`config.mk`:
```
export PLATFORM = sky130hd
export DESIGN_NAME = blkrd_slave
export DESIGN_NICKNAME = d
export VERILOG_FILES = /design/src/rtl/blkrd_pkg.sv /design/src/rtl/blkrd_line_sync.sv /design/src/rtl/blkrd_bus_events.sv /design/src/rtl/blkrd_pec_crc.sv /design/src/rtl/blkrd_slave.sv
export SDC_FILE = /design/constraint.sdc
export NUM_CORES = 1
export LEC_CHECK = 0
export BUFFER_PORTS_ARGS = -buffer_cell sky130_fd_sc_hd__buf_2
export CAP_MARGIN = 10
export CORE_MARGIN = 1
export CORE_UTILIZATION = 56
export CTS_BUF_LIST = sky130_fd_sc_hd__clkbuf_8
export DETAILED_ROUTE_END_ITERATION = 16
export PLACE_DENSITY = 0.84
export SETUP_SLACK_MARGIN = 0.2
export SLEW_MARGIN = 10
export SYNTH_ARGS = -nofsm -noshare
export SYNTH_HDL_FRONTEND = slang
export SYNTH_HIERARCHICAL = 1
export SYNTH_SLANG_ARGS = --single-unit
```
`constraint.sdc`:
```
create_clock -name clk -period 5 [get_ports clk]
set_input_delay 1 -clock clk [delete_from_list [all_inputs] [get_ports clk]]
set_output_delay 1 -clock clk [all_outputs]
set_load 0.02 [all_outputs]
```
`src/rtl/blkrd_pkg.sv`:
```
package blkrd_pkg;

   localparam logic [7:0] BLOCK_READ_CMD = 8'hA1;
   localparam logic [7:0] CRC8_POLY      = 8'h07;

   typedef enum logic [3:0] {
      ST_IDLE,
      ST_RX,
      ST_ACK,
      ST_ACKHOLD,
      ST_WAIT_RS,
      ST_TX,
      ST_TXEND,
      ST_MACK,
      ST_LOAD,
      ST_DONE
   } blk_state_e;

   typedef enum logic [1:0] {
      PH_ADDR_W,
      PH_CMD,
      PH_COUNT,
      PH_ADDR_R
   } rx_phase_e;

   function automatic logic [7:0] crc8_next(input logic [7:0] cur, input logic [7:0] data);
      logic [7:0] r;
      r = cur ^ data;
      for (int i = 0; i < 8; i++) begin
         r = r[7] ? ((r << 1) ^ CRC8_POLY) : (r << 1);
      end
      return r;
   endfunction

endpackage

```
`src/rtl/blkrd_line_sync.sv`:
```
module blkrd_line_sync #(
   parameter int unsigned STAGES = 2
) (
   input  logic clk,
   input  logic rst_n,
   input  logic din,
   output logic dout
);

   if (STAGES < 1 || STAGES > 4) begin : g_bad_stages
      $error("blkrd_line_sync: STAGES must be 1 to 4");
   end

   if (STAGES == 1) begin : g_single
      logic q;
      always_ff @(posedge clk or negedge rst_n) begin
         if (!rst_n) q <= 1'b1;
         else        q <= din;
      end
      assign dout = q;
   end else begin : g_chain
      logic [STAGES-1:0] chain;
      always_ff @(posedge clk or negedge rst_n) begin
         if (!rst_n) chain <= '1;
         else        chain <= {chain[STAGES-2:0], din};
      end
      assign dout = chain[STAGES-1];
   end

endmodule

```
`src/rtl/blkrd_bus_events.sv`:
```
module blkrd_bus_events (
   input  logic clk,
   input  logic rst_n,
   input  logic scl_s,
   input  logic sda_s,
   output logic scl_rise,
   output logic scl_fall,
   output logic start_det,
   output logic stop_det
);

   logic scl_q, sda_q;

   always_ff @(posedge clk or negedge rst_n) begin
      if (!rst_n) begin
         scl_q <= 1'b1;
         sda_q <= 1'b1;
      end else begin
         scl_q <= scl_s;
         sda_q <= sda_s;
      end
   end

   assign scl_rise  = !scl_q && scl_s;
   assign scl_fall  = scl_q && !scl_s;
   assign start_det = scl_q && scl_s && sda_q && !sda_s;
   assign stop_det  = scl_q && scl_s && !sda_q && sda_s;

endmodule

```
`src/rtl/blkrd_pec_crc.sv`:
```
module blkrd_pec_crc (
   input  logic       clk,
   input  logic       rst_n,
   input  logic       clr,
   input  logic       en,
   input  logic [7:0] din,
   output logic [7:0] crc
);
   import blkrd_pkg::*;

   always_ff @(posedge clk or negedge rst_n) begin
      if (!rst_n)  crc <= 8'h00;
      else if (clr) crc <= 8'h00;
      else if (en)  crc <= crc8_next(crc, din);
   end

endmodule

```
`src/rtl/blkrd_slave.sv`:
```
module blkrd_slave #(
   parameter logic [6:0]  DEV_ADDR    = 7'h2D,
   parameter int unsigned AW          = 10,
   parameter int unsigned SYNC_STAGES = 2,
   parameter bit          PEC_SUPPORT = 1'b1
) (
   input  logic          clk,
   input  logic          rst_n,
   input  logic          scl_i,
   input  logic          sda_i,
   output logic          sda_o,
   output logic          sda_oe,
   input  logic          pec_en,
   input  logic          ptr_load,
   input  logic [AW-1:0] ptr_val,
   output logic [AW-1:0] mem_addr,
   input  logic [7:0]    mem_rdata
);
   import blkrd_pkg::*;

   localparam int unsigned IDX_W = 9;
   localparam logic [7:0]  ADDR_W_BYTE = {DEV_ADDR, 1'b0};
   localparam logic [7:0]  ADDR_R_BYTE = {DEV_ADDR, 1'b1};

   if (AW < 1 || AW > 16) begin : g_bad_aw
      $error("blkrd_slave: AW must be 1 to 16");
   end

   logic scl_s, sda_s;
   logic scl_rise, scl_fall, start_det, stop_det;

   blkrd_line_sync #(.STAGES(SYNC_STAGES)) u_scl_sync (
      .clk(clk), .rst_n(rst_n), .din(scl_i), .dout(scl_s));
   blkrd_line_sync #(.STAGES(SYNC_STAGES)) u_sda_sync (
      .clk(clk), .rst_n(rst_n), .din(sda_i), .dout(sda_s));

   blkrd_bus_events u_events (
      .clk(clk), .rst_n(rst_n), .scl_s(scl_s), .sda_s(sda_s),
      .scl_rise(scl_rise), .scl_fall(scl_fall),
      .start_det(start_det), .stop_det(stop_det));

   blk_state_e       state;
   rx_phase_e        phase;
   logic [2:0]       bit_cnt;
   logic [7:0]       shreg;
   logic [7:0]       byte_cnt;
   logic [IDX_W-1:0] tx_idx;
   logic [AW-1:0]    ptr;

   logic [7:0] rx_byte;
   logic       rx_ok;
   logic       pec_slot;
   logic       load_fire;
   logic       crc_clr, crc_en;
   logic [7:0] crc_din, crc_val;
   logic [7:0] load_byte;

   assign rx_byte = {shreg[6:0], sda_s};

   always_comb begin
      unique case (phase)
         PH_ADDR_W: rx_ok = (rx_byte == ADDR_W_BYTE);
         PH_CMD:    rx_ok = (rx_byte == BLOCK_READ_CMD);
         PH_COUNT:  rx_ok = 1'b1;
         PH_ADDR_R: rx_ok = (rx_byte == ADDR_R_BYTE);
         default:   rx_ok = 1'b0;
      endcase
   end

   assign load_fire = scl_fall &&
                      (((state == ST_ACKHOLD) && (phase == PH_ADDR_R)) || (state == ST_LOAD));
   assign crc_clr   = start_det && (state != ST_WAIT_RS);
   assign crc_en    = ((state == ST_RX) && scl_rise && (bit_cnt == 3'd7) && rx_ok) ||
                      (load_fire && !pec_slot);
   assign crc_din   = (state == ST_RX) ? rx_byte : mem_rdata;

   if (PEC_SUPPORT) begin : g_pec
      blkrd_pec_crc u_crc (
         .clk(clk), .rst_n(rst_n), .clr(crc_clr), .en(crc_en),
         .din(crc_din), .crc(crc_val));
      assign pec_slot = pec_en && (tx_idx == {1'b0, byte_cnt});
   end else begin : g_no_pec
      assign crc_val  = 8'h00;
      assign pec_slot = 1'b0;
   end

   assign load_byte = pec_slot ? crc_val : mem_rdata;

   always_ff @(posedge clk or negedge rst_n) begin
      if (!rst_n)                      ptr <= '0;
      else if (ptr_load)               ptr <= ptr_val;
      else if (load_fire && !pec_slot) ptr <= ptr + 1'b1;
   end
   assign mem_addr = ptr;

   always_ff @(posedge clk or negedge rst_n) begin
      if (!rst_n) begin
         state    <= ST_IDLE;
         phase    <= PH_ADDR_W;
         bit_cnt  <= '0;
         shreg    <= '0;
         byte_cnt <= '0;
         tx_idx   <= '0;
         sda_oe   <= 1'b0;
      end else if (stop_det) begin
         state  <= ST_IDLE;
         sda_oe <= 1'b0;
      end else if (start_det) begin
         sda_oe  <= 1'b0;
         bit_cnt <= '0;
         state   <= ST_RX;
         tx_idx  <= '0;
         phase   <= (state == ST_WAIT_RS) ? PH_ADDR_R : PH_ADDR_W;
      end else begin
         unique case (state)
            ST_RX: if (scl_rise) begin
               shreg   <= rx_byte;
               bit_cnt <= bit_cnt + 3'd1;
               if (bit_cnt == 3'd7) begin
                  state <= rx_ok ? ST_ACK : ST_IDLE;
                  if (phase == PH_COUNT) byte_cnt <= rx_byte;
               end
            end
            ST_ACK: if (scl_fall) begin
               sda_oe <= 1'b1;
               state  <= ST_ACKHOLD;
            end
            ST_ACKHOLD: if (scl_fall) begin
               sda_oe  <= 1'b0;
               bit_cnt <= '0;
               unique case (phase)
                  PH_ADDR_W: begin phase <= PH_CMD;   state <= ST_RX; end
                  PH_CMD:    begin phase <= PH_COUNT; state <= ST_RX; end
                  PH_COUNT:  state <= ST_WAIT_RS;
                  default:   state <= ST_TX;
               endcase
            end
            ST_TX: begin
               if (scl_rise) begin
                  bit_cnt <= bit_cnt + 3'd1;
                  if (bit_cnt == 3'd7) state <= ST_TXEND;
               end else if (scl_fall) begin
                  shreg  <= shreg << 1;
                  sda_oe <= !shreg[6];
               end
            end
            ST_TXEND: if (scl_fall) begin
               sda_oe <= 1'b0;
               state  <= ST_MACK;
            end
            ST_MACK: if (scl_rise) state <= sda_s ? ST_DONE : ST_LOAD;
            default: ;
         endcase
         if (load_fire) begin
            shreg   <= load_byte;
            sda_oe  <= !load_byte[7];
            bit_cnt <= '0;
            state   <= ST_TX;
            if (tx_idx != '1) tx_idx <= tx_idx + 1'b1;
         end
      end
   end

   assign sda_o = 1'b0;

endmodule


```
After elaboration in Yosys (flattened, before gate mapping)
Cells that the tools add are included.
- register bits: 58
- latch bits: 0
- memory bits (writable): 0
- bits in read-only memories: 0
- bits of input ports: 24
- output and inout bits: 12
- word-level logic and storage cells: 163
- memories kept: 0
- add/sub/neg operators: 3
- multipliers: 0
- div/mod/pow operators: 0
- magnitude comparators: 0
- eq/ne operators: 34
- shift operators: 0
- muxes and demuxes: 56
- bitwise gates (word level): 11
- reduce and logical (&&, ||, !) cells: 46
- operator list (kind ; number):
    inequality test 5 bit (second input constant) ; 9
    2-to-1 mux 4 bit ; 11
    2-to-1 mux 3 bit ; 12
    2-to-1 mux 8 bit ; 4
    2-to-1 mux 7 bit ; 4
    2-to-1 mux 9 bit ; 3
    NOT 3 bit ; 8
    case mux 4 bit (6 select lines) ; 1
    2-to-1 mux 10 bit ; 2
    equality test 4 x 3 -> 1 bit (second input constant) ; 4
    equality test 8 x 7 -> 1 bit (second input constant) ; 2
    logical AND 1 bit ; 15
    case mux 7 bit (2 select lines) ; 1
    case mux 3 bit (2 select lines) ; 2
    AND reduction 6 bit ; 2
    nonzero test 2 bit ; 6
    adder 10 x 1 -> 10 bit (second input constant) ; 1
    2-to-1 mux 2 bit ; 5
    adder 9 x 1 -> 9 bit (second input constant) ; 1
    equality test 9 x 8 -> 1 bit ; 1
    inequality test 3 bit (second input constant) ; 3
    inequality test 9 bit (second input constant) ; 1
    AND reduction 9 bit ; 1
    nonzero test 9 bit ; 1
    other kinds (29) ; 50

Depth between registers and ports, before layout
Gate-level depths: netlist of the first run.
- word-level depth: 21
- mapped depth: 10
- depth with buffers taken out: 8

Modules after synthesis
Netlist of the first run, hierarchy kept.
- modules (own cells, without submodules) (module ; times used ; cells an instance ; area an instance (µm²) ; seq. area each (µm²)):
    blkrd_slave ; 1 ; 320 ; 2916.5 ; 1101.1
    blkrd_pec_crc ; 1 ; 57 ; 648.1 ; 200.2
    blkrd_line_sync ; 2 ; 2 ; 52.6 ; 52.6
    blkrd_bus_events ; 1 ; 6 ; 85.1 ; 52.6

Worst setup path after synthesis of the first run
No wires, ideal clock.
- kind: reg2reg
- start: reg state[1]
- end: reg g_pec.u_crc.crc[6]
- library setup time: 0.125 ns
- arrival: 2.696 ns
- data required time: 4.875 ns
- slack: 2.180 ns
- cell stages (with the launch flop): 10
- buffers on the path: 2
- clock period less this slack: 2.820 ns
- cells stage by stage: dfrtp_1 > buf_6 > or3b_1 > buf_2 > nor2_8 > mux2_2 > xnor2_1 > xnor3_4 > nor2_1 > mux2_2
- elaborated cells between the ends (all ways): 23
- classes of those cells: eq/ne: 4; mux: 6; bitwise: 3; reduce/logical: 10
- RTL lines (element ; line ; text):
    start, declared ; blkrd_slave.sv:42 ; blk_state_e state;
    start signal, assigned ; blkrd_slave.sv:120 ; state <= rx_ok ? ST_ACK : ST_IDLE;
    start signal, assigned ; blkrd_slave.sv:151 ; ST_MACK: if (scl_rise) state <= sda_s ? ST_DONE : ST_LOAD;
    equality test 4 x 1 -> 1 bit * ; blkrd_slave.sv:75 ; assign crc_din = (state == ST_RX) ? rx_byte : mem_rdata;
    2-to-1 mux 8 bit * ; blkrd_slave.sv:75 ;
    via crc_din[5] ; blkrd_slave.sv:55 ; logic [7:0] crc_din, crc_val;
    bitwise XOR 8 bit * ; blkrd_pkg.sv:28 ; r = cur ^ data;
    2-to-1 mux 3 bit * ; blkrd_pkg.sv:30 ; r = r[7] ? ((r << 1) ^ CRC8_POLY) : (r << 1);
    NOT 3 bit (no line) ; - ;
    2-to-1 mux 3 bit * ; blkrd_pkg.sv:30 ;
    2-to-1 mux 8 bit * ; blkrd_pec_crc.sv:14 ; else if (en) crc <= crc8_next(crc, din);
    2-to-1 mux 8 bit * ; blkrd_pec_crc.sv:13 ; else if (clr) crc <= 8'h00;
    end signal, assigned ; blkrd_pec_crc.sv:14 ;
    end, declared ; blkrd_pec_crc.sv:7 ; output logic [7:0] crc
Mark *: on every way through the listed nets, which the timed path passes. The rest lies on a longest branch. The select of a mux whose other input is x is not followed.
A chain may end at the register's enable or synchronous reset.

Worst setup path in the final report of the first run
- start: reg state[0]
- end: reg g_pec.u_crc.crc[6]
The elaborated chain is that of the path after synthesis.

==> summary.md, run 1 <==
| Metric | Value |
|---|---|
| Area occupied by multi-input gates | 2140 um2 |
| Switching Power | 0.470 mW |
| Layout overhead on the synthesized area | 11.1% |
| DR pass1 iterations | 11 |
| Failing checks | DRC |
| Synth cell types | 64 |
| PwrDens | 370 nW/um2 |
| Total clock sinks | 58 |
| Cell Area, Placed | 3940 um2 |
| Layout cell share with drive strength beyond 1 | 0.220 |
| Slew headroom | 0.420 |
| CTS tree | done |
| Critical path's most frequent cell | mux2_2 |
| # placed instances | 480 |
| Crit path max-delay family | simple AND/OR/NAND/NOR gates |
| Fillers | 501 |
| Internal power | 1.07 mW |
| Register area share after synthesis | 0.389 |
| Drt wl/cell | 16.7 um |
| Worst-path clk slew | 0.07 ns |
| Slew @ Worst Pin | 0.870 ns |
| F_max | 321 MHz |
| Total power | 1.54 mW |
| Number of global-route vias before repair | 3,000 |
| Starting density of the core | 0.585 |
| Status | complete, but fails checks |
| Hold path depth | 0 |
| TNS Setup | 0 ns |
| Max incr delay on CP | 0.59 ns |
| Finished Cell Area | 4170 um2 |
| Die W | 83.9 um |
| Register Area | 1460 um2 |
| Worst R2R Path Depth | 7 |
| Finished Layout Cells | 496 |
| Site Rows | 29 |
| Initial DRC count | 191 |
| Max Cap Viol | 0 |
| Pre-CTS setup slack | 1.92 ns |
| Post-route minimum period | 3.11 ns |
| GPL Wtd Cong | 0.853 |
| Crit path required time | 5.24 ns |
| CP Capture Type | register |
| Combinational share of power | 0.292 |
| Synthesized area | 3750 um2 |
| Post-route setup slack | 1.89 ns |
| Num ports | 36 |
| Clk pwr share | 0.315 |
| Crit-path max FO | 14 |
| Hpwl dp | 5740 um |
| Leakage | 1.84 nW |
| Count of input and output buffers | 34 |
| Residual DRC | 4 |
| Die area | 7040 um2 |
| CTS max path bufs | 2 |
| PostCTS Resize Cnt | 0 |
| Global Route Usage Sum | 0.257 |
| Seq pwr share | 0.393 |
| Slowest-stage cell, CP | dfrtp_1 |
| Number of synthesized flops with an enable pin | 0 |
| Avg Vias per Cell | 6.18 |
| Fraction of registers with async set/reset | 1.00 |
| Post-synthesis register bit count | 58 |
| Max Slew Vio Count | 0 |
| Worst-path cell chain | or3b_1 > nor2_8 > mux2_2 > xnor2_1 > xnor3_4 > nor2_1 > mux2_2 |
| Number of setup violations in the final report | 0 |
| RSZ-0062 raised after global routing | no |
| Antenna diodes | 0 |
| Largest net degree at the start of global routing | 59 |
| Critical setup path kind | reg -> reg |
| Core area | 6420 um2 |
| Syn_nets | 416 |
| Yosys warns | 6 |
| Part of the cycle the worst path needs | 0.623 |
| Die height | 83.9 um |
| Worst IR drop on VDD | 0.248 mV |
| Root Buffer | clkbuf_8 |
| HP Class | reg -> reg |
| Cells after synthesis | 387 |
| Buf+Inv Stages, Crit Path | 0 |
| Total Wirelength | 8300 um |
| Later-pin clock latency in the skew report | 0.35 ns |
| Initial antenna violation count | 0 |
| Final clock skew | 0.00878 ns |
| Synth Flop Type | dfrtp_1 |
| Nets | 443 |
| Mean Syn Cell Area | 9.70 um2 |
| First-pass GRT wire length | 14,200 um |
| Post-CTS Setup Repair Bufs | 0 |
| GRT overflow | 0 |
| Total CTS buffers | 9 |
| Final Hold Viols | 0 |
| Crit path depth | 7 |
| DRT antenna net count | 0 |
| H-tree lvl count | 3 |
| Via count | 3,066 |
| Worst EP arrival | 3.35 ns |
| CP startpoint kind | register |
| Hold-fix buffers, CTS | 0 |
| Sw Share | 0.305 |
-- metrics by stage --
| stage | hold WS, ns | utilization |
|---|---|---|
| detailed placement | 0.349 | 0.614 |
| global route | 0.358 | 0.649 |
| finish | 0.357 | 0.649 |
| global placement | 0.348 | 0.614 |
| CTS | 0.357 | 0.649 |
| floorplan | 0.345 | - |
-- power by group through the flow --
stage,combinational [mW],sequential [mW],clock (mW)
5_1_grt,0.497,0.618,0.513
3_5_place_dp,0.450,0.612,0
3_3_place_gp,0.437,0.610,0
6_report,0.451,0.606,0.486
4_1_cts,0.452,0.604,0.492
2_1_floorplan,0.375,0.590,0
-- state kept, by name, indices dropped and copies added (netlist names), 3 cells and up --
register	cells
mem_addr	10
shreg	7
tx_idx	9
byte_cnt	8
state	4
bit_cnt	3
g_pec.u_crc/crc	8
-- cells in the mapped netlist (8+ instances only) --
library cell / number / area (um2)
o21ai_0: 11 / 55.1
dfrtp_1: 52 / 1300
xnor2_1: 15 / 131
buf_2: 8 / 40.0
mux2i_1: 12 / 120
nand2_1: 44 / 165
clkbuf_1: 10 / 37.5
nor2_1: 34 / 128
o311ai_0: 10 / 87.6
mux2_2: 20 / 225
xor2_1: 9 / 78.8
nand3_1: 10 / 50.1
inv_1: 14 / 52.6
a31oi_1: 8 / 50.1
-- kinds of logic after synthesis --
group | count (synthesis) | share of synthesized area
xor+xnor | 31 | 0.100
buf+inv | 35 | 0.0407
fa+ha+maj | 5 | 0.0167
compound gates | 79 | 0.155
simple gates | 146 | 0.206
mux | 32 | 0.0920
other cells | 1 | 0.000999
flops | 58 | 0.389
-- final timing paths --
kind	startpoint	end	slack (ns)
worst max-delay path	state[0]$_DFFE_PN0P_	g_pec.u_crc/crc[6]$_DFFE_PN0P_	1.89
worst min-delay path	u_scl_sync/g_chain.chain[0]$_DFF_PN1_	u_scl_sync/g_chain.chain[1]$_DFF_PN1_	0.36
worst max register to register	state[0]$_DFFE_PN0P_	g_pec.u_crc/crc[6]$_DFFE_PN0P_	1.89
worst min register to register	u_scl_sync/g_chain.chain[0]$_DFF_PN1_	u_scl_sync/g_chain.chain[1]$_DFF_PN1_	0.36
max in group asynchronous	rst_n	g_pec.u_crc/crc[0]$_DFFE_PN0P_	3.72
min in group asynchronous	rst_n	tx_idx[8]$_DFFE_PN0P_	0.80
-- area by class of cell --
cell class	instances	area share
well taps	77	0.0231
clock buffers	14	0.0462
flip-flops and latches	58	0.350
repair buffers	37	0.0462
inverters	14	0.0126
multi-input cells	294	0.514
clock inverters	2	0.00810
-- layout by cell type (no fill, tap or decap), drive strengths merged, types with 11 or more instances in the layout --
master  Yosys  routed
o21ai      11      11
mux2       20      20
clkbuf     10      14
inv        14      15
nand2      44      44
mux2i      12      12
xnor2      16      16
nor2       35      35
dfrtp      52      52
buf        11      37
nand3      11      11
-- metal layers --
layer,GRT usage,share of wire,vias up
li1,-,-,1469
met1,0.341,0.47,1481
met2,0.404,0.47,98
met3,0.0682,0.047,18
met4,0.0940,0.018,0
met5,0,0,-
(Power assumes the default switching activity.)
==> run 2: changes to the inputs <==
==> constraint.sdc (replaced) <==
create_clock -name clk -period 2.95 [get_ports clk]
set_input_delay 0.59 -clock clk [delete_from_list [all_inputs] [get_ports clk]]
set_output_delay 0.59 -clock clk [all_outputs]
set_load 0.02 [all_outputs]
==> run 2 against run 1 <==
  * The flow still finishes with violations (DRC)
  * Sequential share of layout area shrank 1.0 points
  * Count of clock-buffer cells in the layout shrank 5
  * Clock skew grew 0.0022 ns
  * Combinational power grew 95%
  * Register-to-register slack lost 1.6 ns
  * Final cell count grew 3.8%
  * Sequential power grew 68%
  * Via count grew 4.1%
  * Clock power grew 43%
  * Non-clock buffer count grew 18
  * Critical endpoint is now g_pec.u_crc/crc[2]$_DFFE_PN0P_
  * Largest power group unchanged
  * Highest routed layer unchanged
==> summary.md, run 2 (synthesis results as in run 1) <==
| Metric | Value |
|---|---|
| CP startpoint kind | register |
| Later-pin clock latency in the skew report | 0.34 ns |
| RSZ-0062 raised after global routing | no |
| Combinational share of power | 0.340 |
| Worst IR drop on VDD | 0.398 mV |
| TNS Setup | 0 ns |
| # placed instances | 495 |
| Count of input and output buffers | 34 |
| Number of global-route vias before repair | 3,109 |
| Worst EP arrival | 2.92 ns |
| Max Slew Vio Count | 0 |
| Failing checks | DRC |
| CTS tree | done |
| Area occupied by multi-input gates | 2180 um2 |
| Via count | 3,191 |
| F_max | 377 MHz |
| Switching Power | 0.835 mW |
| Part of the cycle the worst path needs | 0.899 |
| Root Buffer | clkbuf_8 |
| Die area | 7040 um2 |
| Final clock skew | 0.0110 ns |
| Num ports | 36 |
| Most frequent cells in the layout | 52 x dfrtp_1, 44 x nand2_1, 34 x nor2_1, 34 x buf_2, 21 x buf_4 |
| Total clock sinks | 58 |
| Nets | 462 |
| Crit path max-delay family | simple AND/OR/NAND/NOR gates |
| Drt wl/cell | 17.0 um |
| Avg Vias per Cell | 6.20 |
| Hpwl dp | 6240 um |
| Antenna diodes | 0 |
| Starting density of the core | 0.585 |
| FF-to-FF Start | state[1]$_DFFE_PN0P_ |
| Core area | 6420 um2 |
| Hold-fix buffers, CTS | 0 |
| Slowest-stage cell, CP | or3b_4 |
| Crit path launch | state[1]$_DFFE_PN0P_ |
| Slew headroom | 0.516 |
| HP Class | in -> async |
| Total CTS buffers | 9 |
| Hold slack | 0.302 ns |
| Initial DRC count | 238 |
| DRT antenna net count | 0 |
| Max reg flops | 10 |
| Critical setup path kind | reg -> reg |
| GPL Wtd Cong | 0.898 |
| Clk pwr share | 0.268 |
| Max Cap Viol | 0 |
| Layout overhead on the synthesized area | 14.4% |
| Finished Layout Cells | 515 |
| CTS max path bufs | 2 |
| CP Capture Type | register |
| Fillers | 522 |
| Largest net degree at the start of global routing | 30 |
| Leakage | 1.92 nW |
| Total Wirelength | 8770 um |
| GRT overflow | 0 |
| PwrDens | 603 nW/um2 |
| Crit path required time | 3.22 ns |
| Worst-path cell chain | or3b_4 > nor2_8 > mux2_2 > xnor2_4 > xnor3_1 > or3_1 > a21oi_1 |
| Register Area | 1460 um2 |
| Seq pwr share | 0.392 |
| Residual DRC | 6 |
| Status | complete, but fails checks |
| Layout cell share with drive strength beyond 1 | 0.256 |
| Die height | 83.9 um |
| Core Util, Final | 0.669 |
| First-pass GRT wire length | 14,800 um |
| Global Route Usage Sum | 0.269 |
| H-tree lvl count | 3 |
| Number of setup violations in the final report | 0 |
| Commonest non-fill, non-tap cell in the layout | dfrtp_1 |
| DR pass1 iterations | 11 |
| Buf+Inv Stages, Crit Path | 0 |
| Crit-path max FO | 5 |
| Site Rows | 29 |
| Sw Share | 0.322 |
| Max incr delay on CP | 0.46 ns |
| Die W | 83.9 um |
| Slew @ Worst Pin | 0.726 ns |
| Internal power | 1.76 mW |
| Final Hold Viols | 0 |
| Worst-path clk slew | 0.07 ns |
| Initial antenna violation count | 0 |
| Post-route minimum period | 2.65 ns |
run 2: worst paths after layout:
check,depth (start not counted),endpoint,slack (ns)
worst min-delay path,1,tx_idx[5]$_DFFE_PN0P_,0.30
worst max-delay path,7,g_pec.u_crc/crc[2]$_DFFE_PN0P_,0.30
min in group clk,1,u_scl_sync/g_chain.chain[0]$_DFF_PN1_,0.35
max in group asynchronous,2,u_events/sda_q$_DFF_PN1_,1.91
worst min register to register,0,u_sda_sync/g_chain.chain[1]$_DFF_PN1_,0.36
worst max register to register,7,g_pec.u_crc/crc[2]$_DFFE_PN0P_,0.30
run 2: repair_timing:
item,CTS,global route
resized for setup,0,3
hold endpoints to repair,0,0
setup endpoints to repair,0,7
buffers inserted,0,3
run 2: cell type report:
| type | instances | area share |
|---|---|---|
| clock buffer | 9 | 0.0288 |
| clock inverter | 7 | 0.0131 |
| inverter | 14 | 0.0122 |
| multi-input combinational | 295 | 0.508 |
| sequential | 58 | 0.340 |
| tap | 77 | 0.0224 |
| timing repair buffer | 55 | 0.0763 |
run 2: power groups by stage:
| stage | clock network, mW | registers, mW | logic, mW |
|---|---|---|---|
| 3_3_place_gp | 0 | 1.01 | 0.818 |
| 4_1_cts | 0.701 | 1.01 | 0.854 |
| 5_1_grt | 0.738 | 1.03 | 0.963 |
| 3_5_place_dp | 0 | 1.02 | 0.848 |
| 6_report | 0.693 | 1.02 | 0.880 |
| 2_1_floorplan | 0 | 1.00 | 0.649 |
run 2: layer usage:
metal	vias to the layer above	global-route usage	wire length [um]
li1	1509	-	-
met1	1568	0.366	3990
met2	102	0.421	4220
met3	12	0.0574	447
met4	0	0.102	108
met5	-	0	0
run 2: stage by stage:
step                setup slack [ns]  power [mW]  cell area [um2]
finish                         0.297        2.59             4300
CTS                            0.238        2.56             4260
floorplan                      0.203        1.65             3770
global route                   0.207        2.73             4300
detailed placement             0.261        1.87             4080
global placement               0.312        1.83             4080
==> run 3: changes to the inputs <==
--- a/config.mk
+++ b/config.mk
@@ -16,5 +16,4 @@
 export SLEW_MARGIN = 10
 export SYNTH_ARGS = -nofsm -noshare
 export SYNTH_HDL_FRONTEND = slang
-export SYNTH_HIERARCHICAL = 1
 export SYNTH_SLANG_ARGS = --single-unit
==> run 3 against run 2 <==
  * The flow now finishes without violations
  * Synthesized cell count down 6.5%
  * Core utilization decreased by 0.46 points
  * First-iteration DRC count down 14%
  * Routed wire length shrank 11%
  * Die area decreased by 4.6%
  * Maximum frequency is 3.4% higher
  * Synthesized area down 4.7%
  * Critical endpoint is now g_pec.u_crc.crc[2]$_DFFE_PN0P_
==> summary.md, run 3 <==
| Metric | Value |
|---|---|
| Max incr delay on CP | 0.65 ns |
| Worst Hold Launch | sda_i |
| Layout cell share with drive strength beyond 1 | 0.223 |
| Pre-CTS setup slack | 0.378 ns |
| Layout overhead on the synthesized area | 11.9% |
| Most frequent cell after synthesis | dfrtp_1 |
| CTS tree | done |
| Critical path's most frequent cell | mux2i_1 |
| GPL Wtd Cong | 0.879 |
| Sw Share | 0.302 |
| Cells after synthesis | 362 |
| Post-route setup slack | 0.383 ns |
| H-tree lvl count | 3 |
| Crit path required time | 3.22 ns |
| PwrDens | 503 nW/um2 |
| Buf+Inv Stages, Crit Path | 1 |
| Starting density of the core | 0.594 |
| Largest net degree at the start of global routing | 59 |
| Synth Flop Type | dfrtp_1 |
| CP startpoint kind | register |
| Worst-path cell chain | nor4b_4 > buf_4 > mux2i_1 > xnor2_2 > xnor3_1 > xor2_1 > mux2i_1 |
| R2r setup slk | 0.38 ns |
| F_max | 390 MHz |
| Syn_nets | 391 |
| Synth cell types | 55 |
| Total clock sinks | 58 |
| Hold slack | 0.336 ns |
| CP Capture Type | register |
| Commonest non-fill, non-tap cell in the layout | dfrtp_1 |
| Slowest-stage cell, CP | dfrtp_1 |
| Yosys warns | 0 |
| Total power | 2.01 mW |
| Die W | 81.9 um |
| Worst EP arrival | 2.84 ns |
| Post-synthesis register bit count | 58 |
| Most frequent cells in the layout | 52 x dfrtp_1, 34 x buf_2, 30 x nand2_1, 27 x mux2i_1 |
| Hpwl dp | 5210 um |
| Antenna diodes | 0 |
| Die area | 6710 um2 |
| Synth area leaders | dfrtp_1 36%, mux2i_1 7.6%, xor2_1 6.1%, xnor2_1 5.4%, mux2_2 5.4% |
| Drt wl/cell | 16.4 um |
| Final Hold Viols | 0 |
| Initial antenna violation count | 0 |
| CTS max path bufs | 2 |
| Internal power | 1.41 mW |
| Worst R2R Path Depth | 7 |
| First-pass GRT wire length | 12,800 um |
| Via count | 2,829 |
| Synthesized area | 3580 um2 |
| Total CTS buffers | 9 |
| Root Buffer | clkbuf_8 |
| Crit-path max FO | 16 |
| Count of input and output buffers | 34 |
| DR pass1 iterations | 5 |
| Worst IR drop on VDD | 0.309 mV |
| Clk pwr share | 0.363 |
| Part of the cycle the worst path needs | 0.870 |
| Nets | 424 |
| WHS Endpoint | u_sda_sync.g_chain.chain[0]$_DFF_PN1_ |
| HP Class | in -> reg |
| Max reg flops | 10 |
| Worst-path clk slew | 0.07 ns |
| TNS Setup | 0 ns |
| Critical setup path kind | reg -> reg |
| Final clock skew | 0.0124 ns |
| Max Slew Vio Count | 0 |
| Combinational share of power | 0.175 |
| Global Route Usage Sum | 0.257 |
| GRT overflow | 0 |
| Area leader, netlist | dfrtp_1 |
| Hold-fix buffers, CTS | 0 |
| Later-pin clock latency in the skew report | 0.35 ns |
| Fraction of registers with async set/reset | 1.00 |
| Worst R2R End | g_pec.u_crc.crc[2]$_DFFE_PN0P_ |
| RSZ-0062 raised after global routing | no |
| FF-to-FF Start | state[0]$_DFFE_PN0P_ |
| Top cells by count, synth | 52 x dfrtp_1, 30 x nand2_1, 27 x mux2i_1 |
| Yosys top cell area share | 0.364 |
| Status | complete, no violations |
| Seq pwr share | 0.463 |
| Register area share after synthesis | 0.408 |
| Die height | 81.9 um |
| Number of global-route vias before repair | 2,725 |
| Total Wirelength | 7810 um |
| Mean Syn Cell Area | 9.88 um2 |
| Max Cap Viol | 0 |
| Crit path max-delay family | XOR/XNOR gates |
| Post-route minimum period | 2.57 ns |
| Avg Vias per Cell | 5.96 |
| Num ports | 36 |
| Hold path depth | 1 |
| Site Rows | 28 |
| Residual DRC | 0 |
| Fillers | 482 |
| Slew @ Worst Pin | 0.714 ns |
| Core area | 6030 um2 |
| Leakage | 1.88 nW |
| Initial DRC count | 205 |
| Switching Power | 0.607 mW |
| Number of synthesized flops with an enable pin | 0 |
| Number of setup violations in the final report | 0 |
| DRT antenna net count | 0 |
| Slew headroom | 0.521 |
==> run 3: cells by family after synthesis <==
| logic type | after synthesis | share of synthesized area |
|---|---|---|
| and+or+nand+nor | 123 | 0.186 |
| DFF | 58 | 0.408 |
| adders and majority gates | 5 | 0.0175 |
| muxes | 45 | 0.132 |
| buffers and inverters | 28 | 0.0357 |
| xor gates and xnor gates | 49 | 0.126 |
| other | 1 | 0.00105 |
| AOI/OAI and AO/OA | 53 | 0.0937 |
==> run 3: power by group through the flow <==
stage	combinational [mW]	sequential, mW	clock [mW]
4_1_cts	0.350	0.930	0.735
3_5_place_dp	0.341	0.944	0
3_3_place_gp	0.327	0.940	0
6_report	0.352	0.932	0.730
5_1_grt	0.387	0.939	0.771
2_1_floorplan	0.256	0.923	0
==> run 3: final cells by class <==
class                   count  area, um2  area share
clock inverters             7       70.1      0.0175
repair buffers             43        238      0.0594
inverters                   7       26.3     0.00656
flip-flops and latches     58       1460       0.364
clock buffers               9        124      0.0309
multi-input cells         276       1990       0.498
well taps                  75       93.8      0.0234
==> run 3: what timing repair did <==
action / 4_1_cts / 5_1_grt
setup buffers: 0 / 2
gates resized for setup: 0 / 0
endpoints found under the setup margin: 0 / 1
==> run 3: layer usage <==
layer	up-vias	part of all wire	global-route usage
met1	1381	0.44	0.338
met2	87	0.49	0.404
met3	16	0.046	0.0467
met4	0	0.022	0.128
li1	1345	-	-
met5	-	0	0
==> run 3: worst max path at each step <==
stage / cells past startpoint / startpoint / slack [ns] / end
final: 7 / state[0]$_DFFE_PN0P_ / 0.38 / g_pec.u_crc.crc[2]$_DFFE_PN0P_
after global routing: 6 / state[3]$_DFFE_PN0P_ / 0.23 / g_pec.u_crc.crc[0]$_DFFE_PN0P_
after CTS: 6 / state[1]$_DFFE_PN0P_ / 0.37 / g_pec.u_crc.crc[2]$_DFFE_PN0P_
after floorplan: 8 / state[1]$_DFFE_PN0P_ / 0.80 / g_pec.u_crc.crc[2]$_DFFE_PN0P_
after global placement: 6 / state[1]$_DFFE_PN0P_ / 0.49 / g_pec.u_crc.crc[1]$_DFFE_PN0P_
after detailed placement: 6 / state[1]$_DFFE_PN0P_ / 0.38 / g_pec.u_crc.crc[2]$_DFFE_PN0P_
==> run 3: per-stage QoR <==
step / cell area [um2] / std cells / util
floorplan: 3580 / 362 / -
global placement: 3790 / 457 / 0.630
detailed placement: 3790 / 457 / 0.630
CTS: 3990 / 473 / 0.662
global route: 4000 / 475 / 0.664
finish: 4000 / 475 / 0.664
